File: src/rtl/rdo_pkg.sv
package rdo_pkg;
  typedef enum logic [2:0] {
    ST_IDLE,
    ST_TURN,
    ST_SHIFT,
    ST_PASS,
    ST_DONE
  } tok_state_e;

  localparam logic [1:0] FRAME_START = 2'b11;
  localparam logic       FRAME_STOP  = 1'b0;
endpackage

File: src/rtl/rdo_serializer.sv
module rdo_serializer #(
  parameter int FW = 48
) (
  input  logic          clk,
  input  logic          rst_n,
  input  logic          load,
  input  logic [FW-1:0] frame,
  input  logic          manch,
  output logic          busy,
  output logic          sdo
);
  localparam int CW = $clog2(FW);

  logic [FW-1:0] shreg;
  logic [CW-1:0] bitcnt;
  logic          half;

  always_ff @(posedge clk) begin
    if (!rst_n) begin
      shreg  <= '0;
      bitcnt <= '0;
      half   <= 1'b0;
      busy   <= 1'b0;
    end else if (load && !busy) begin
      shreg  <= frame;
      bitcnt <= CW'(FW - 1);
      half   <= 1'b0;
      busy   <= 1'b1;
    end else if (busy) begin
      half <= ~half;
      if (half) begin
        if (bitcnt == '0) begin
          busy <= 1'b0;
        end else begin
          shreg  <= {shreg[FW-2:0], 1'b0};
          bitcnt <= bitcnt - 1'b1;
        end
      end
    end
  end

  assign sdo = busy & (shreg[FW-1] ^ (manch & half));

  AST_MANCH_SPLIT: assert property (@(posedge clk) disable iff (!rst_n)
    busy && half && manch && $past(manch) |-> sdo != $past(sdo));
  AST_BIN_HOLD: assert property (@(posedge clk) disable iff (!rst_n)
    busy && half && !manch && !$past(manch) |-> sdo == $past(sdo));
  AST_LOAD_STARTS: assert property (@(posedge clk) disable iff (!rst_n)
    load && !busy |=> busy && sdo);
endmodule

File: src/rtl/rdo_token_ctrl.sv
module rdo_token_ctrl
  import rdo_pkg::*;
#(
  parameter int CNT_W = 8
) (
  input  logic             clk,
  input  logic             rst_n,
  input  logic             is_master,
  input  logic             ren_in,
  input  logic             chain_dav,
  input  logic             chain_ren,
  input  logic [CNT_W-1:0] pkt_limit,
  input  logic             fifo_valid,
  input  logic             ser_busy,
  output logic             fifo_ready,
  output logic             ser_load,
  output logic             ren_out
);
  tok_state_e       state;
  logic [CNT_W-1:0] cnt;
  logic             start;

  always_comb begin
    start      = is_master ? (chain_dav && !chain_ren) : ren_in;
    fifo_ready = (state == ST_TURN) && (cnt != pkt_limit) && !ser_busy;
    ser_load   = fifo_ready && fifo_valid;
    ren_out    = (state == ST_PASS);
  end

  always_ff @(posedge clk) begin
    if (!rst_n) begin
      state <= ST_IDLE;
      cnt   <= '0;
    end else begin
      unique case (state)
        ST_IDLE: if (start) begin
          state <= ST_TURN;
          cnt   <= '0;
        end
        ST_TURN: begin
          if (ser_load) begin
            cnt   <= cnt + 1'b1;
            state <= ST_SHIFT;
          end else if (cnt == pkt_limit || !fifo_valid) begin
            state <= ST_PASS;
          end
        end
        ST_SHIFT: if (!ser_busy) state <= ST_TURN;
        ST_PASS: begin
          if (is_master) begin
            if (chain_ren) state <= ST_DONE;
          end else if (!ren_in) begin
            state <= ST_IDLE;
          end
        end
        ST_DONE: if (!chain_ren) state <= ST_IDLE;
        default: state <= ST_IDLE;
      endcase
    end
  end

  AST_REN_HOLD: assert property (@(posedge clk) disable iff (!rst_n)
    !is_master && ren_out && ren_in |=> ren_out);
  AST_MASTER_END: assert property (@(posedge clk) disable iff (!rst_n)
    is_master && $fell(ren_out) |-> $past(chain_ren));
  AST_NO_RESTART: assert property (@(posedge clk) disable iff (!rst_n)
    is_master && state == ST_DONE && chain_ren |=> !ren_out && !ser_load);
endmodule

File: src/rtl/rdo_chain_readout.sv
module rdo_chain_readout
  import rdo_pkg::*;
#(
  parameter int ADDR_W = 10,
  parameter int CHAN_W = 7,
  parameter int TS_W   = 15,
  parameter int ADC_W  = 12,
  parameter int CNT_W  = 8
) (
  input  logic                                clk,
  input  logic                                rst_n,
  input  logic                                is_master,
  input  logic [ADDR_W-1:0]                   chip_addr,
  input  logic [CNT_W-1:0]                    pkt_limit,
  input  logic                                manch_en,
  input  logic                                fifo_valid,
  output logic                                fifo_ready,
  input  logic [CHAN_W+TS_W+ADC_W:0]          fifo_data,
  input  logic                                dav_in,
  output logic                                dav_out,
  input  logic                                ren_in,
  output logic                                ren_out,
  input  logic                                chain_dav,
  input  logic                                chain_ren,
  output logic                                rd_clk,
  output logic                                sdo
);
  localparam int WORD_W  = CHAN_W + TS_W + ADC_W + 1;
  localparam int FRAME_W = 2 + ADDR_W + WORD_W + 1;

  logic               ser_busy;
  logic               ser_load;
  logic [FRAME_W-1:0] frame;
  logic               clk_div;

  assign dav_out = dav_in | fifo_valid;
  assign frame   = {FRAME_START, chip_addr, fifo_data, FRAME_STOP};

  always_ff @(posedge clk) begin
    if (!rst_n) clk_div <= 1'b0;
    else        clk_div <= is_master ? ~clk_div : 1'b0;
  end
  assign rd_clk = clk_div;

  rdo_token_ctrl #(.CNT_W(CNT_W)) u_ctrl (
    .clk        (clk),
    .rst_n      (rst_n),
    .is_master  (is_master),
    .ren_in     (ren_in),
    .chain_dav  (chain_dav),
    .chain_ren  (chain_ren),
    .pkt_limit  (pkt_limit),
    .fifo_valid (fifo_valid),
    .ser_busy   (ser_busy),
    .fifo_ready (fifo_ready),
    .ser_load   (ser_load),
    .ren_out    (ren_out)
  );

  rdo_serializer #(.FW(FRAME_W)) u_ser (
    .clk   (clk),
    .rst_n (rst_n),
    .load  (ser_load),
    .frame (frame),
    .manch (manch_en),
    .busy  (ser_busy),
    .sdo   (sdo)
  );

  AST_TOKEN_AFTER_FRAME: assert property (@(posedge clk) disable iff (!rst_n)
    ren_out |-> !ser_busy && !sdo);
  AST_CLK_TOGGLE: assert property (@(posedge clk) disable iff (!rst_n)
    is_master |=> rd_clk != $past(rd_clk));
  AST_SLAVE_CLK_LOW: assert property (@(posedge clk) disable iff (!rst_n)
    !is_master |=> !rd_clk);
  AST_POP_ONLY_IDLE: assert property (@(posedge clk) disable iff (!rst_n)
    fifo_valid && fifo_ready |=> ser_busy);
endmodule

File: config.mk
export PLATFORM = sky130hd
export DESIGN_NAME = rdo_chain_readout
export DESIGN_NICKNAME = d
export VERILOG_FILES = /design/src/rtl/rdo_pkg.sv /design/src/rtl/rdo_serializer.sv /design/src/rtl/rdo_token_ctrl.sv /design/src/rtl/rdo_chain_readout.sv
export SDC_FILE = /design/constraint.sdc
export NUM_CORES = 1
export LEC_CHECK = 0
export CORE_UTILIZATION = 55
export DETAILED_ROUTE_END_ITERATION = 16
export HOLD_SLACK_MARGIN = 0.02
export PLACE_DENSITY = 0.89
export SYNTH_ARGS = -nofsm -noshare
export SYNTH_HDL_FRONTEND = slang
export SYNTH_SLANG_ARGS = --single-unit
File: constraint.sdc
create_clock -name clk -period 2.57 [get_ports clk]
set_input_delay 0.771 -clock clk [delete_from_list [all_inputs] [get_ports clk]]
set_output_delay 0.771 -clock clk [all_outputs]
set_load 0.01 [all_outputs]
==> results_tabular.tex <==
\begin{tabular}{lr}
\hline
Metric & Value \\
\hline
\multicolumn{2}{l}{\textbf{Pwr}} \\
Pwr Density & 674 nW/um2 \\
Part of the total power dissipated in the clock network & 0.354 \\
Post-route total power & 2880 uW \\
Part of the total power dissipated in sequential elements & 0.440 \\
Switching power & 780 uW \\
Worst vdd ir & 0.535 mV \\
Leak Pwr & 0.00154 uW \\
Switching share of power & 0.270 \\
Cell Int Power & 2100 uW \\
Combinational Power Share & 0.206 \\
\multicolumn{2}{l}{\textbf{Setup path}} \\
Setup slack, reg-to-reg & 440 ps \\
Worst-case reg-to-reg path depth & 6 \\
Startpoint Class & input port \\
Worst r2r dst & u\_ser.bitcnt[5] \\
CP Capture Type & output port \\
Origin of the critical flop-to-flop path & u\_ser.busy \\
Data arrival, critical path & 1770 ps \\
Required time worst endpoint & 1800 ps \\
Critical setup path kind & in2out \\
Maximum fanout along the worst path & 2 \\
\multicolumn{2}{l}{\textbf{CTS}} \\
Clock buffer depth & 2 \\
Clock tree root buffer cell & sky130\_fd\_sc\_hd\_\_clkbuf\_8 \\
Clock Pin Slew Worst Setup and Hold Paths & 70 ps \\
Total of hold buffers inserted after clock tree synthesis & 0 \\
H-Tree Depth & 3 \\
TritonCTS clock tree & done \\
Sinks on Clock Net & 67 \\
CTS Buf Count & 9 \\
Clock insertion delay at the later pin of the skew report & 340 ps \\
\multicolumn{2}{l}{\textbf{Min path}} \\
HP Class & reg2reg \\
Hold path start & rd\_clk \\
Number of instances on the worst hold path & 1 \\
Hold path endpoint & rd\_clk \\
\multicolumn{2}{l}{\textbf{Synth}} \\
Distinct cell type count after synthesis & 42 \\
Post-synthesis average cell area & 9.04 um2 \\
Synth Net Count & 424 \\
Cell count after synthesis & 359 \\
Share of the synthesized area in the top cell type & 0.413 \\
Seq/Total Area, Yosys & 0.413 \\
Flop and latch count out of synthesis & 67 \\
Count of flip-flops with a built-in enable after synthesis & 0 \\
Top cell type by total area after synthesis & sky130\_fd\_sc\_hd\_\_dfxtp\_1 \\
Proportion of register bits with asynchronous set or reset after synthesis & 0 \\
Biggest area contributors in the synthesized netlist & sky130\_fd\_sc\_hd\_\_dfxtp\_1 41\%, sky130\_fd\_sc\_hd\_\_mux2i\_1 14\%, sky130\_fd\_sc\_hd\_\_a211oi\_1 10\%, sky130\_fd\_sc\_hd\_\_nor2\_1 6.1\%, sky130\_fd\_sc\_hd\_\_xnor2\_1 3.0\% \\
Most common cell in the synthesized netlist & sky130\_fd\_sc\_hd\_\_dfxtp\_1 \\
Warnings from Yosys & 0 \\
Cell area after synthesis & 3250 um2 \\
Commonest cells post-synth & 67 x sky130\_fd\_sc\_hd\_\_dfxtp\_1, 53 x sky130\_fd\_sc\_hd\_\_nor2\_1, 47 x sky130\_fd\_sc\_hd\_\_mux2i\_1 \\
Commonest register cell after synthesis & sky130\_fd\_sc\_hd\_\_dfxtp\_1 \\
\multicolumn{2}{l}{\textbf{GRT}} \\
Congestion Overflow GR & 0 \\
Total global routing track utilization & 0.246 \\
Number of global-route vias before repair & 2608 \\
Pin count of the biggest net entering global routing & 56 \\
First-pass GRT wire length & 12000 um \\
Number of antenna violations at the first check in global routing & 0 \\
\multicolumn{2}{l}{\textbf{Layout}} \\
Proportion of layout cells with a drive suffix above 1 & 0.0958 \\
Post-route cell area & 4270 um2 \\
Area growth, synth to finish & 31.6\% \\
Non-filler cells, final & 500 \\
Antenna fix cells & 0 \\
Final net count & 488 \\
\multicolumn{2}{l}{\textbf{Place}} \\
Final GP Congestion & 0.853 \\
Total of buffers placed on input and output ports & 66 \\
\# placed instances & 483 \\
Post-detailed-placement half-perimeter wirelength & 4770 um \\
Post-placement cell area & 4000 um2 \\
\multicolumn{2}{l}{\textbf{STA}} \\
Unrepaired setup endpoints after global routing & false \\
Max-slew headroom & 0.451 \\
Clock skew & 6.60 ps \\
Sum of negative setup slack & 0 ps \\
Share of the cycle needed by the critical path after routing & 0.987 \\
Min Hold Slack & 414 ps \\
Final setup fails & 0 \\
Highest Clock Rate & 394 MHz \\
Pin slew with the least headroom to its limit & 824 ps \\
Number of slew-limit violations in the final report & 0 \\
Crit path time final & 2540 ps \\
Hold Fails Final Rpt & 0 \\
\multicolumn{2}{l}{\textbf{Floorplanning}} \\
Core area & 5610 um2 \\
Io pins & 67 \\
Die Wd & 78.8 um \\
Number of placement rows & 27 \\
Starting density of the core & 0.579 \\
Height of the die & 78.8 um \\
Die ar. & 6210 um2 \\
\multicolumn{2}{l}{\textbf{Drt}} \\
Final WL & 7200 um \\
Residual DRC count & 0 \\
Initial DRC Count & 139 \\
Ratio of routed vias to standard cells & 5.59 \\
Final routed wire length divided by cell count & 14.4 um \\
Number of search-and-repair iterations in the first detailed-routing pass & 5 \\
Post-route antenna net violation count & 0 \\
Via count & 2795 \\
\multicolumn{2}{l}{\textbf{Job}} \\
MaxCap Viol Count & 0 \\
\multicolumn{2}{l}{\textbf{Run status}} \\
Outcome & finished clean \\
\hline
\end{tabular}
power groups by stage:
stage | Combinational [uW] | Clock [uW] | Sequential (uW)
floorplan | 392 | 0 | 1260
global placement | 567 | 0 | 1280
detailed placement | 585 | 0 | 1290
CTS | 594 | 1040 | 1270
global route | 662 | 1090 | 1280
finish | 594 | 1020 | 1270
worst max-delay path by stage:
stage,slack (ps),startpoint,to
floorplan,310,pkt_limit[2],fifo_ready
global placement,-470,pkt_limit[3],fifo_ready
detailed placement,-510,pkt_limit[0],fifo_ready
CTS,-120,pkt_limit[7],fifo_ready
global route,0.2,fifo_valid,dav_out
finish,30,fifo_valid,dav_out
area by class of cell:
type,count,area [um2]
clock buffers,13,169
clock inverters,3,68.8
fillers,390,1330
inverters,6,22.5
multi-input cells,259,1790
flip-flops and latches,67,1340
well taps,72,90.1
repair buffers,80,796
cells in the final DEF, fill, tap and decap left out, types with 3 or more instances in the layout:
| cell | instances |
|---|---|
| sky130_fd_sc_hd__dfxtp_1 | 67 |
| sky130_fd_sc_hd__clkdlybuf4s50_1 | 55 |
| sky130_fd_sc_hd__nor2_1 | 52 |
| sky130_fd_sc_hd__mux2i_1 | 47 |
| sky130_fd_sc_hd__a211oi_1 | 45 |
| sky130_fd_sc_hd__nand2_1 | 18 |
| sky130_fd_sc_hd__a21oi_1 | 15 |
| sky130_fd_sc_hd__clkbuf_8 | 12 |
| sky130_fd_sc_hd__buf_4 | 12 |
| sky130_fd_sc_hd__nand3_1 | 11 |
| sky130_fd_sc_hd__xnor2_1 | 10 |
| sky130_fd_sc_hd__dlymetal6s2s_1 | 7 |
| sky130_fd_sc_hd__nor2b_1 | 5 |
| sky130_fd_sc_hd__inv_1 | 4 |
| sky130_fd_sc_hd__or4_1 | 4 |
| sky130_fd_sc_hd__o211ai_1 | 4 |
| sky130_fd_sc_hd__o21a_1 | 4 |
| sky130_fd_sc_hd__xor2_1 | 4 |
| sky130_fd_sc_hd__nand4_1 | 3 |
| sky130_fd_sc_hd__nor4_1 | 3 |
| sky130_fd_sc_hd__o31a_1 | 3 |
| sky130_fd_sc_hd__and3_1 | 3 |
| sky130_fd_sc_hd__ha_1 | 3 |
registers in the layout (all words and copies together), names as in the netlist:
| name | cells |
|---|---|
| rd_clk | 1 |
| u_ctrl.cnt | 8 |
| u_ctrl.state | 3 |
| u_ser.bitcnt | 6 |
| u_ser.busy | 1 |
| u_ser.half | 1 |
| u_ser.shreg | 47 |
critical path: stages:
cell	delay (ps)
sky130_fd_sc_hd__clkdlybuf4s50_1	410
sky130_fd_sc_hd__or2_2	290
sky130_fd_sc_hd__dlygate4sd2_1	290
what timing repair did:
action,in CTS,in global routing
setup buffers,1,0
gates resized for setup,11,10
pin swaps,3,10
setup endpoints to repair,4,3
routing by layer:
metal  vias to the layer above  share of wire  GRT usage
met5                         -              0          0
met4                         0          0.011     0.0655
met3                         7          0.043     0.0724
met2                        65           0.50      0.420
met1                      1293           0.45      0.300
li1                       1430              -          -
kinds of logic (layout without fill, tap and decap cells):
family | Yosys count | after routing | synth area share
flops | 67 | 67 | 0.413
xor+xnor | 15 | 15 | 0.0405
fa+ha+maj | 3 | 3 | 0.0116
compound gates | 83 | 83 | 0.180
simple gates | 111 | 111 | 0.160
buf+inv | 33 | 102 | 0.0497
mux | 47 | 47 | 0.145
through the flow:
step / util / worst slack [ps]
after floorplan: - / 309
after global placement: 0.714 / -467
after detailed placement: 0.714 / -513
after CTS: 0.759 / -124
after global routing: 0.762 / 0.204
final: 0.762 / 33.6
Note: power is estimated with default switching activity, not from simulation.
